<file path="src/rtl/paldac_pkg.sv">
// Shared slot codes and the colour component phase type for the palette
// DAC host interface. Assumes a slot number of {select[1:0], offset[1:0]}.
package paldac_pkg;

    localparam logic [1:0] OFS_WIDX = 2'd0;
    localparam logic [1:0] OFS_DATA = 2'd1;
    localparam logic [1:0] OFS_MASK = 2'd2;
    localparam logic [1:0] OFS_RIDX = 2'd3;

    localparam logic [3:0] SLOT_PAL_WIDX = 4'h0;
    localparam logic [3:0] SLOT_PAL_DATA = 4'h1;
    localparam logic [3:0] SLOT_MASK     = 4'h2;
    localparam logic [3:0] SLOT_PAL_RIDX = 4'h3;
    localparam logic [3:0] SLOT_OVL_WIDX = 4'h4;
    localparam logic [3:0] SLOT_OVL_DATA = 4'h5;
    localparam logic [3:0] SLOT_CMD      = 4'h6;
    localparam logic [3:0] SLOT_OVL_RIDX = 4'h7;

    typedef enum logic [1:0] {
        PH_RED = 2'd0,
        PH_GRN = 2'd1,
        PH_BLU = 2'd2
    } comp_ph_t;

    // Next component in red, green, blue order.
    function automatic comp_ph_t next_ph(input comp_ph_t ph);
        case (ph)
            PH_RED:  return PH_GRN;
            PH_GRN:  return PH_BLU;
            default: return PH_RED;
        endcase
    endfunction

endpackage

</file>
<file path="src/rtl/paldac_unlock.sv">
// Hidden unlock sequencer for the mask offset. Counts consecutive reads of
// the mask slot; after READS of them the mask offset is redirected to the
// command register until another offset is accessed.
// Assumes at most one access per cycle, already qualified by the caller.
module paldac_unlock #(
    parameter int READS = 4
) (
    input  logic clk,
    input  logic rst_n,
    input  logic mask_rd,
    input  logic mask_wr,
    input  logic other_acc,
    output logic unlocked
);

    localparam int CNT_W = $clog2(READS + 1);
    localparam logic [CNT_W-1:0] LAST = CNT_W'(READS - 1);

    logic [CNT_W-1:0] rd_cnt;

    // Count mask reads, arm on the last one, disarm on any other offset.
    always_ff @(posedge clk) begin
        if (!rst_n) begin
            rd_cnt   <= '0;
            unlocked <= 1'b0;
        end else if (other_acc) begin
            rd_cnt   <= '0;
            unlocked <= 1'b0;
        end else if (!unlocked) begin
            if (mask_wr) begin
                rd_cnt <= '0;
            end else if (mask_rd) begin
                if (rd_cnt == LAST) begin
                    rd_cnt   <= '0;
                    unlocked <= 1'b1;
                end else begin
                    rd_cnt <= rd_cnt + 1'b1;
                end
            end
        end
    end

endmodule

</file>
<file path="src/rtl/paldac_rgb_port.sv">
// Index and component-phase engine for one colour store: a write index, a
// read index and one shared red/green/blue phase. With HAS_MEM set it also
// holds the colour entries; otherwise reads return zero.
// Assumes the caller never raises more than one request per cycle.
module paldac_rgb_port
    import paldac_pkg::*;
#(
    parameter int IDX_W   = 4,
    parameter int COMP_W  = 6,
    parameter bit HAS_MEM = 1'b1
) (
    input  logic              clk,
    input  logic              rst_n,
    input  logic              widx_wr,
    input  logic              ridx_wr,
    input  logic              dat_wr,
    input  logic              dat_rd,
    input  logic [IDX_W-1:0]  idx_in,
    input  logic [COMP_W-1:0] dat_in,
    output logic [IDX_W-1:0]  widx,
    output logic [IDX_W-1:0]  ridx,
    output logic [COMP_W-1:0] dat_out
);

    localparam int DEPTH = 1 << IDX_W;

    comp_ph_t ph;

    // Index loads, phase stepping and increment after the blue component.
    always_ff @(posedge clk) begin
        if (!rst_n) begin
            widx <= '0;
            ridx <= '0;
            ph   <= PH_RED;
        end else if (widx_wr) begin
            widx <= idx_in;
            ph   <= PH_RED;
        end else if (ridx_wr) begin
            ridx <= idx_in;
            ph   <= PH_RED;
        end else if (dat_wr || dat_rd) begin
            ph <= next_ph(ph);
            if (ph == PH_BLU) begin
                if (dat_wr) widx <= widx + 1'b1;
                else        ridx <= ridx + 1'b1;
            end
        end
    end

    generate
        if (HAS_MEM) begin : g_mem
            logic [COMP_W-1:0] red_q [DEPTH];
            logic [COMP_W-1:0] grn_q [DEPTH];
            logic [COMP_W-1:0] blu_q [DEPTH];

            // Store one component into the entry at the write index.
            always_ff @(posedge clk) begin
                if (!rst_n) begin
                    for (int i = 0; i < DEPTH; i++) begin
                        red_q[i] <= '0;
                        grn_q[i] <= '0;
                        blu_q[i] <= '0;
                    end
                end else if (dat_wr && !widx_wr && !ridx_wr) begin
                    case (ph)
                        PH_RED:  red_q[widx] <= dat_in;
                        PH_GRN:  grn_q[widx] <= dat_in;
                        default: blu_q[widx] <= dat_in;
                    endcase
                end
            end

            // Present the current component of the entry at the read index.
            always_comb begin
                case (ph)
                    PH_RED:  dat_out = red_q[ridx];
                    PH_GRN:  dat_out = grn_q[ridx];
                    default: dat_out = blu_q[ridx];
                endcase
            end
        end else begin : g_nomem
            logic unused_dat;
            assign unused_dat = ^dat_in;
            assign dat_out    = '0;
        end
    endgenerate

endmodule

</file>
<file path="src/rtl/paldac_host_regs.sv">
// Host register decoder of a palette DAC: sixteen slots over four offsets
// and two select lines, pixel mask, command register with hidden unlock,
// overlay store and palette index logic. Read data is combinational; all
// side effects happen on the clock edge that samples a strobe.
// Assumes strobes are single-cycle per access; a write wins over a read.
module paldac_host_regs
    import paldac_pkg::*;
#(
    parameter int UNLOCK_READS = 4,
    parameter int OVL_IDX_W    = 4,
    parameter int PAL_IDX_W    = 8,
    parameter int COMP_W       = 6
) (
    input  logic       clk,
    input  logic       rst_n,
    input  logic [1:0] host_addr,
    input  logic [1:0] host_sel,
    input  logic       rd_stb,
    input  logic       wr_stb,
    input  logic [7:0] wr_data,
    output logic [7:0] rd_data,
    output logic [7:0] pix_mask,
    output logic       cmd_two_clk,
    output logic       cmd_sixteen,
    output logic       cmd_hicolor
);

    localparam int PAD_C = 8 - COMP_W;
    localparam int PAD_O = 8 - OVL_IDX_W;

    logic [3:0] slot;
    logic       is_wr, is_rd, any_acc;
    logic       unlocked;
    logic       cmd_hit, mask_hit;
    logic [7:0] cmd_q;

    logic [OVL_IDX_W-1:0] ovl_widx, ovl_ridx;
    logic [PAL_IDX_W-1:0] pal_widx, pal_ridx;
    logic [COMP_W-1:0]    ovl_dout, pal_dout;

    // Access qualification and slot decode.
    always_comb begin
        slot     = {host_sel, host_addr};
        is_wr    = wr_stb;
        is_rd    = rd_stb && !wr_stb;
        any_acc  = rd_stb || wr_stb;
        cmd_hit  = (slot == SLOT_CMD) || ((slot == SLOT_MASK) && unlocked);
        mask_hit = (slot == SLOT_MASK) && !unlocked;
    end

    paldac_unlock #(.READS(UNLOCK_READS)) u_unlock (
        .clk       (clk),
        .rst_n     (rst_n),
        .mask_rd   (is_rd && (slot == SLOT_MASK)),
        .mask_wr   (is_wr && (slot == SLOT_MASK)),
        .other_acc (any_acc && (host_addr != OFS_MASK)),
        .unlocked  (unlocked)
    );

    paldac_rgb_port #(.IDX_W(OVL_IDX_W), .COMP_W(COMP_W), .HAS_MEM(1'b1)) u_ovl (
        .clk     (clk),
        .rst_n   (rst_n),
        .widx_wr (is_wr && (slot == SLOT_OVL_WIDX)),
        .ridx_wr (is_wr && (slot == SLOT_OVL_RIDX)),
        .dat_wr  (is_wr && (slot == SLOT_OVL_DATA)),
        .dat_rd  (is_rd && (slot == SLOT_OVL_DATA)),
        .idx_in  (wr_data[OVL_IDX_W-1:0]),
        .dat_in  (wr_data[COMP_W-1:0]),
        .widx    (ovl_widx),
        .ridx    (ovl_ridx),
        .dat_out (ovl_dout)
    );

    paldac_rgb_port #(.IDX_W(PAL_IDX_W), .COMP_W(COMP_W), .HAS_MEM(1'b0)) u_pal (
        .clk     (clk),
        .rst_n   (rst_n),
        .widx_wr (is_wr && (slot == SLOT_PAL_WIDX)),
        .ridx_wr (is_wr && (slot == SLOT_PAL_RIDX)),
        .dat_wr  (is_wr && (slot == SLOT_PAL_DATA)),
        .dat_rd  (is_rd && (slot == SLOT_PAL_DATA)),
        .idx_in  (wr_data[PAL_IDX_W-1:0]),
        .dat_in  (wr_data[COMP_W-1:0]),
        .widx    (pal_widx),
        .ridx    (pal_ridx),
        .dat_out (pal_dout)
    );

    // Pixel mask and command register storage.
    always_ff @(posedge clk) begin
        if (!rst_n) begin
            pix_mask <= 8'hFF;
            cmd_q    <= 8'h00;
        end else if (is_wr) begin
            if (mask_hit) pix_mask <= wr_data;
            if (cmd_hit)  cmd_q    <= wr_data;
        end
    end

    // Read data multiplexer over the slot map.
    always_comb begin
        rd_data = 8'h00;
        if (cmd_hit) begin
            rd_data = cmd_q;
        end else begin
            case (slot)
                SLOT_PAL_WIDX: rd_data = pal_widx;
                SLOT_PAL_DATA: rd_data = {{PAD_C{1'b0}}, pal_dout};
                SLOT_MASK:     rd_data = pix_mask;
                SLOT_PAL_RIDX: rd_data = pal_ridx;
                SLOT_OVL_WIDX: rd_data = {{PAD_O{1'b0}}, ovl_widx};
                SLOT_OVL_DATA: rd_data = {{PAD_C{1'b0}}, ovl_dout};
                SLOT_OVL_RIDX: rd_data = {{PAD_O{1'b0}}, ovl_ridx};
                default:       rd_data = 8'h00;
            endcase
        end
    end

    assign cmd_two_clk = cmd_q[5];
    assign cmd_sixteen = cmd_q[6];
    assign cmd_hicolor = cmd_q[7];

endmodule

</file>
<file path="config.mk">
export PLATFORM = sky130hd
export DESIGN_NAME = paldac_host_regs
export DESIGN_NICKNAME = d
export VERILOG_FILES = /design/src/rtl/paldac_pkg.sv /design/src/rtl/paldac_unlock.sv /design/src/rtl/paldac_rgb_port.sv /design/src/rtl/paldac_host_regs.sv
export SDC_FILE = /design/constraint.sdc
export NUM_CORES = 1
export LEC_CHECK = 0
export ABC_AREA = 1
export BUFFER_PORTS_ARGS = -buffer_cell sky130_fd_sc_hd__buf_4
export CORE_MARGIN = 5
export CORE_UTILIZATION = 30
export DETAILED_ROUTE_END_ITERATION = 12
export PLACE_DENSITY = 0.52
export REMOVE_ABC_BUFFERS = 1
export SYNTH_ARGS = -nofsm -noshare
export SYNTH_HDL_FRONTEND = slang
export SYNTH_SLANG_ARGS = --single-unit
</file>
<file path="constraint.sdc">
create_clock -name clk -period 1.75 [get_ports clk]
set_clock_uncertainty 0.15 [all_clocks]
set_input_delay 0.0875 -clock clk [delete_from_list [all_inputs] [get_ports clk]]
set_output_delay 0.0875 -clock clk [all_outputs]
set_load 0.1 [all_outputs]
</file>
==> impl_summary.log <==
[metrics] max frequency: 0.3587 GHz
[metrics] setup repair after global routing missed its margin: true
[metrics] routability cong.: 0.8867
[metrics] register area: 9706 sq um
[metrics] sequential share of the synthesized area: 0.5940
[metrics] crit path capture type: output port
[metrics] CP delay by family, top: simple AND/OR/NAND/NOR gates
[metrics] Routed wire per std cell: 18.71 microns
[metrics] reported max-cap violation count: 0
[metrics] capture point of the worst reg-to-reg path: u_ovl.g_mem.grn_q[11][3]
[metrics] final setup violation count: 24
[metrics] DP HPWL: 33.82 mm
[metrics] drt initial violations: 1,256
[metrics] area share of the leading cell type in the synthesized netlist: 0.5301
[metrics] Hold EP: cmd_q[2]
[metrics] critical path start-end classification: register to output port
[metrics] result of the run: finished with violations
[metrics] count of synthesis-stage warnings from yosys: 0
[metrics] latest clock arrival within the worst-skew pair: 570 ps
[metrics] number of library cell types mapped by synthesis: 41
[metrics] final worst hold slack: 13.91 ps
[metrics] portion of the clock cycle consumed by the worst path in the final layout: 1.593
[metrics] leakage power total: 8.856 nW
[metrics] Vias/cell: 4.990
[metrics] count of pins over their slew limit: 0
[metrics] share of post-route cells with drive strength above 1: 0.2564
[metrics] initial antenna violation count: 0
[metrics] Congestion Overflow GR: 0
[metrics] cell depth of the worst min-delay path: 7
[metrics] number of buffers created by CTS: 40
[metrics] maximum fanout along the worst path: 7
[metrics] max_slew headroom: 0.7269
[metrics] start point of the worst min-delay path: host_sel[1]
[metrics] kind of path behind the tightest hold check: primary input to register
[metrics] detailed-route DRC error count: 0
[metrics] H-tree depth: 2
[metrics] worst-margin pin slew: 409.7 ps
[metrics] master of the slowest instance on the critical path: sky130_fd_sc_hd__dfxtp_4
[metrics] initial cell density of the core: 0.3031
[metrics] final antenna-violating net count: 0
[metrics] number of core rows: 85
[metrics] ranking of synthesized cells by area: sky130_fd_sc_hd__edfxtp_1 (53%), sky130_fd_sc_hd__nand2_1 (12%), sky130_fd_sc_hd__nor2_1 (8.4%), sky130_fd_sc_hd__nand3_1 (6.8%), sky130_fd_sc_hd__dfxtp_1 (6.4%)
[metrics] Syn Inst Count: 1,882
[metrics] cells traversed along the worst timing path: buf_12, clkbuf_16, nand2_1, nand2_1, nand2_1, nand3_1, nand3_1, nand3_2, nand2_1, o21ai_2, nand2_1, nand2_2, buf_12
[metrics] NetSw: 4.455 mW
[metrics] clock tree from TritonCTS: yes
[metrics] Power per Cell Area: 856.8 nW/um^2
[metrics] diode insertion count for antenna repair: 0
[metrics] required time at the worst-slack endpoint: 1510 ps
[metrics] global-route usage over all layers: 0.1686
[metrics] Critical Path Start Type: register
[metrics] count of state elements after synthesis: 340
[metrics] area leader, netlist: sky130_fd_sc_hd__edfxtp_1
[metrics] global-route wire length before repair: 78.87 mm
[metrics] maximum number of pins on one net before global-route repair: 76
[metrics] Reg clk slew, reported paths: 60 ps
[metrics] Multi-input gate area: 6628 sq um
[metrics] clock power share: 0.434
[metrics] clock root buffer: sky130_fd_sc_hd__clkbuf_16
[metrics] worst setup margin: -1038 ps
[metrics] DRT Wirelength: 52.65 mm
[metrics] switching fraction of total power: 0.2392
[metrics] number of sinks driven by the clock tree: 340
[metrics] worst-case register-to-register setup slack: -10 ps
[metrics] First-pass DRT Iterations: 6
[metrics] Worst Reg2Reg Path Length in Cells: 7
[metrics] failing checks: negative setup slack
[metrics] number of buffers and inverters on the critical path: 3
[metrics] count of filler cells inserted in the layout: 5,409
[metrics] Max rail drop VDD: 0.5127 mV
[metrics] Die Y: 243.2 microns
[metrics] Pint: 14.17 mW
[metrics] Port Buffers: 34
[metrics] crit path DAT: 2550 ps
[metrics] final critical delay including setup and external delays: 2788 ps
[metrics] Combinational Power Share: 0.078
[metrics] Layout Nets: 2,115
[metrics] via count of the first global-routing pass: 13,770
[metrics] vias post-DR: 14,040
[metrics] Die Wd: 243.2 microns
[metrics] post-synth design cell area: 16,310 sq um
[metrics] launching point of the worst reg2reg path: u_ovl.ph[0]
[metrics] Top-Level Pins: 35
[metrics] Most Frequent Cell on Critical Path: sky130_fd_sc_hd__nand2_1
[metrics] mean instance size in the synthesized netlist: 8.668 sq um
[metrics] share of total power in sequential cells: 0.488
[metrics] Max Root-Sink Buffers: 3
[metrics] core area: 53,810 sq um
[metrics] synth-to-layout area growth: 33.28%
[metrics] area of the die: 59,140 sq um
[metrics] Hold Violations, Final: 0
[metrics] maximum cell stage delay along the critical path: 420 ps
[metrics] utilization of the core after routing: 0.4040
## final cells by class
| class | instances | area share |
|---|---|---|
| clock inverters | 24 | 0.009150 |
| well taps | 696 | 0.04005 |
| repair buffers | 270 | 0.1280 |
| inverters | 134 | 0.02365 |
| multi-input cells | 1305 | 0.3048 |
| clock buffers | 45 | 0.04788 |
| flip-flops and latches | 340 | 0.4464 |
## power groups by stage
| stage | Combinational (mW) | Sequential (mW) | Clock [mW] |
|---|---|---|---|
| 6_report | 1.45 | 9.09 | 8.08 |
| 5_1_grt | 1.56 | 9.11 | 8.58 |
| 4_1_cts | 1.33 | 9.09 | 8.26 |
| 3_5_place_dp | 1.21 | 9.26 | 0 |
| 3_3_place_gp | 1.21 | 9.26 | 0 |
| 2_1_floorplan | 0.594 | 9.28 | 0 |
## tightest hold or removal path, cell delays in order
cell and delay (ps):
sky130_fd_sc_hd__buf_4 120, sky130_fd_sc_hd__nor2_4 50, sky130_fd_sc_hd__o21ai_4 80, sky130_fd_sc_hd__clkinv_2 70, sky130_fd_sc_hd__buf_4 160, sky130_fd_sc_hd__nand3_1 60
sky130_fd_sc_hd__a21oi_1 60
## cells in the final DEF (no fill, tap or decap), types with 8 or more instances in the layout
cell type | netlist | layout
sky130_fd_sc_hd__clkinv_1 | 5 | 13
sky130_fd_sc_hd__nor2_1 | 364 | 321
sky130_fd_sc_hd__dfxtp_1 | 52 | 45
sky130_fd_sc_hd__o21ai_1 | 8 | 12
sky130_fd_sc_hd__nand3_2 | 1 | 20
sky130_fd_sc_hd__nor2_2 | 3 | 41
sky130_fd_sc_hd__buf_4 | 2 | 186
sky130_fd_sc_hd__nand3_1 | 223 | 200
sky130_fd_sc_hd__inv_1 | 117 | 107
sky130_fd_sc_hd__buf_6 | 0 | 25
sky130_fd_sc_hd__buf_12 | 0 | 31
sky130_fd_sc_hd__a21oi_1 | 39 | 37
sky130_fd_sc_hd__edfxtp_1 | 288 | 288
sky130_fd_sc_hd__dlygate4sd3_1 | 0 | 13
sky130_fd_sc_hd__nand2_4 | 0 | 39
sky130_fd_sc_hd__o21ai_0 | 51 | 38
sky130_fd_sc_hd__nand2_1 | 530 | 428
sky130_fd_sc_hd__inv_2 | 12 | 20
sky130_fd_sc_hd__o211ai_1 | 18 | 18
sky130_fd_sc_hd__nand2_2 | 2 | 59
sky130_fd_sc_hd__ha_1 | 8 | 8
sky130_fd_sc_hd__clkbuf_16 | 0 | 48
sky130_fd_sc_hd__nor2_4 | 7 | 12
## logic make-up after synthesis
family,synth area share
compound gates,0.05231
flops,0.5940
xor+xnor,0.002684
buf+inv,0.05683
simple gates,0.2881
fa+ha+maj,0.006136
## stage by stage
stage                     instance area [sq um]  std cells  total power, mW  TNS (ps)  setup slack, ps
after CTS                                 20730       2803            18.68     -7835            -1036
final                                     21740       2814            18.63     -6351            -1038
after detailed placement                  18800       2711            10.48    -48840           -598.1
after global routing                      21740       2814            19.25    -12230            -1115
after floorplan                           15890       1779            9.874    -57810            -4386
after global placement                    18800       2711            10.47    -42910           -635.4
## synth_stat cells
cell and number:
sky130_fd_sc_hd__clkbuf_1 70, sky130_fd_sc_hd__o31ai_1 1, sky130_fd_sc_hd__nor3_4 2, sky130_fd_sc_hd__clkinv_1 5
sky130_fd_sc_hd__xor2_1 4, sky130_fd_sc_hd__nor3b_1 1, sky130_fd_sc_hd__a311oi_1 1, sky130_fd_sc_hd__nor2_2 3
sky130_fd_sc_hd__o21ai_1 8, sky130_fd_sc_hd__nor4_1 1, sky130_fd_sc_hd__nor2_4 7, sky130_fd_sc_hd__o221ai_1 1
sky130_fd_sc_hd__nand2_2 2, sky130_fd_sc_hd__nand2_1 530, sky130_fd_sc_hd__o21ai_2 1, sky130_fd_sc_hd__nand3_1 223
sky130_fd_sc_hd__buf_2 24, sky130_fd_sc_hd__a21oi_1 39, sky130_fd_sc_hd__a22oi_1 1, sky130_fd_sc_hd__buf_4 2
sky130_fd_sc_hd__inv_2 12, sky130_fd_sc_hd__o211a_1 1, sky130_fd_sc_hd__a31oi_1 7, sky130_fd_sc_hd__nand4_1 4
sky130_fd_sc_hd__dfxtp_1 52, sky130_fd_sc_hd__o22ai_1 6, sky130_fd_sc_hd__a211oi_1 6, sky130_fd_sc_hd__nor2_1 364
sky130_fd_sc_hd__xnor2_1 1, sky130_fd_sc_hd__o21bai_1 1, sky130_fd_sc_hd__inv_1 117, sky130_fd_sc_hd__o21a_1 1
sky130_fd_sc_hd__or2_2 1, sky130_fd_sc_hd__nand3_2 1, sky130_fd_sc_hd__nor3_1 6, sky130_fd_sc_hd__buf_1 7
sky130_fd_sc_hd__a221oi_1 4, sky130_fd_sc_hd__o21ai_0 51, sky130_fd_sc_hd__ha_1 8, sky130_fd_sc_hd__edfxtp_1 288
sky130_fd_sc_hd__o211ai_1 18
## routing by layer
metal	routed length, microns	track usage	share of wire
met5	0	0	0
met3	3277	0.03201	0.062
met1	23050	0.2316	0.44
met2	24790	0.2690	0.47
met4	1536	0.05674	0.029
## how the worst max path moves through the flow
stage,to,slack [ps],from,cells after the start
final,rd_data[1],-1040,register,13
after global routing,rd_data[4],-1120,register,13
after CTS,rd_data[1],-1040,register,13
after detailed placement,rd_data[1],-600,register,14
after global placement,rd_data[1],-640,register,14
after floorplan,rd_data[1],-4390,register,10
## registers in the layout, summed over array words and instances (netlist names), named ones only
signal	count
u_pal.ridx	8
cmd_q	8
u_ovl.g_mem.red_q	96
u_ovl.widx	4
u_ovl.g_mem.blu_q	96
u_ovl.ridx	4
u_pal.widx	8
u_ovl.g_mem.grn_q	96
u_ovl.ph	2
u_pal.ph	2
u_unlock.unlocked	1
pix_mask	8
u_unlock.rd_cnt	3
## repair_timing
action,4_1_cts,5_1_grt
pin swaps,6,30
endpoints found under the setup margin,500,405
buffers inserted,5,6
hold buffers,15,1
resized for setup,123,222
hold endpoints to repair,85,11
gates cloned,3,7
Note: power is estimated with default switching activity, not from simulation.
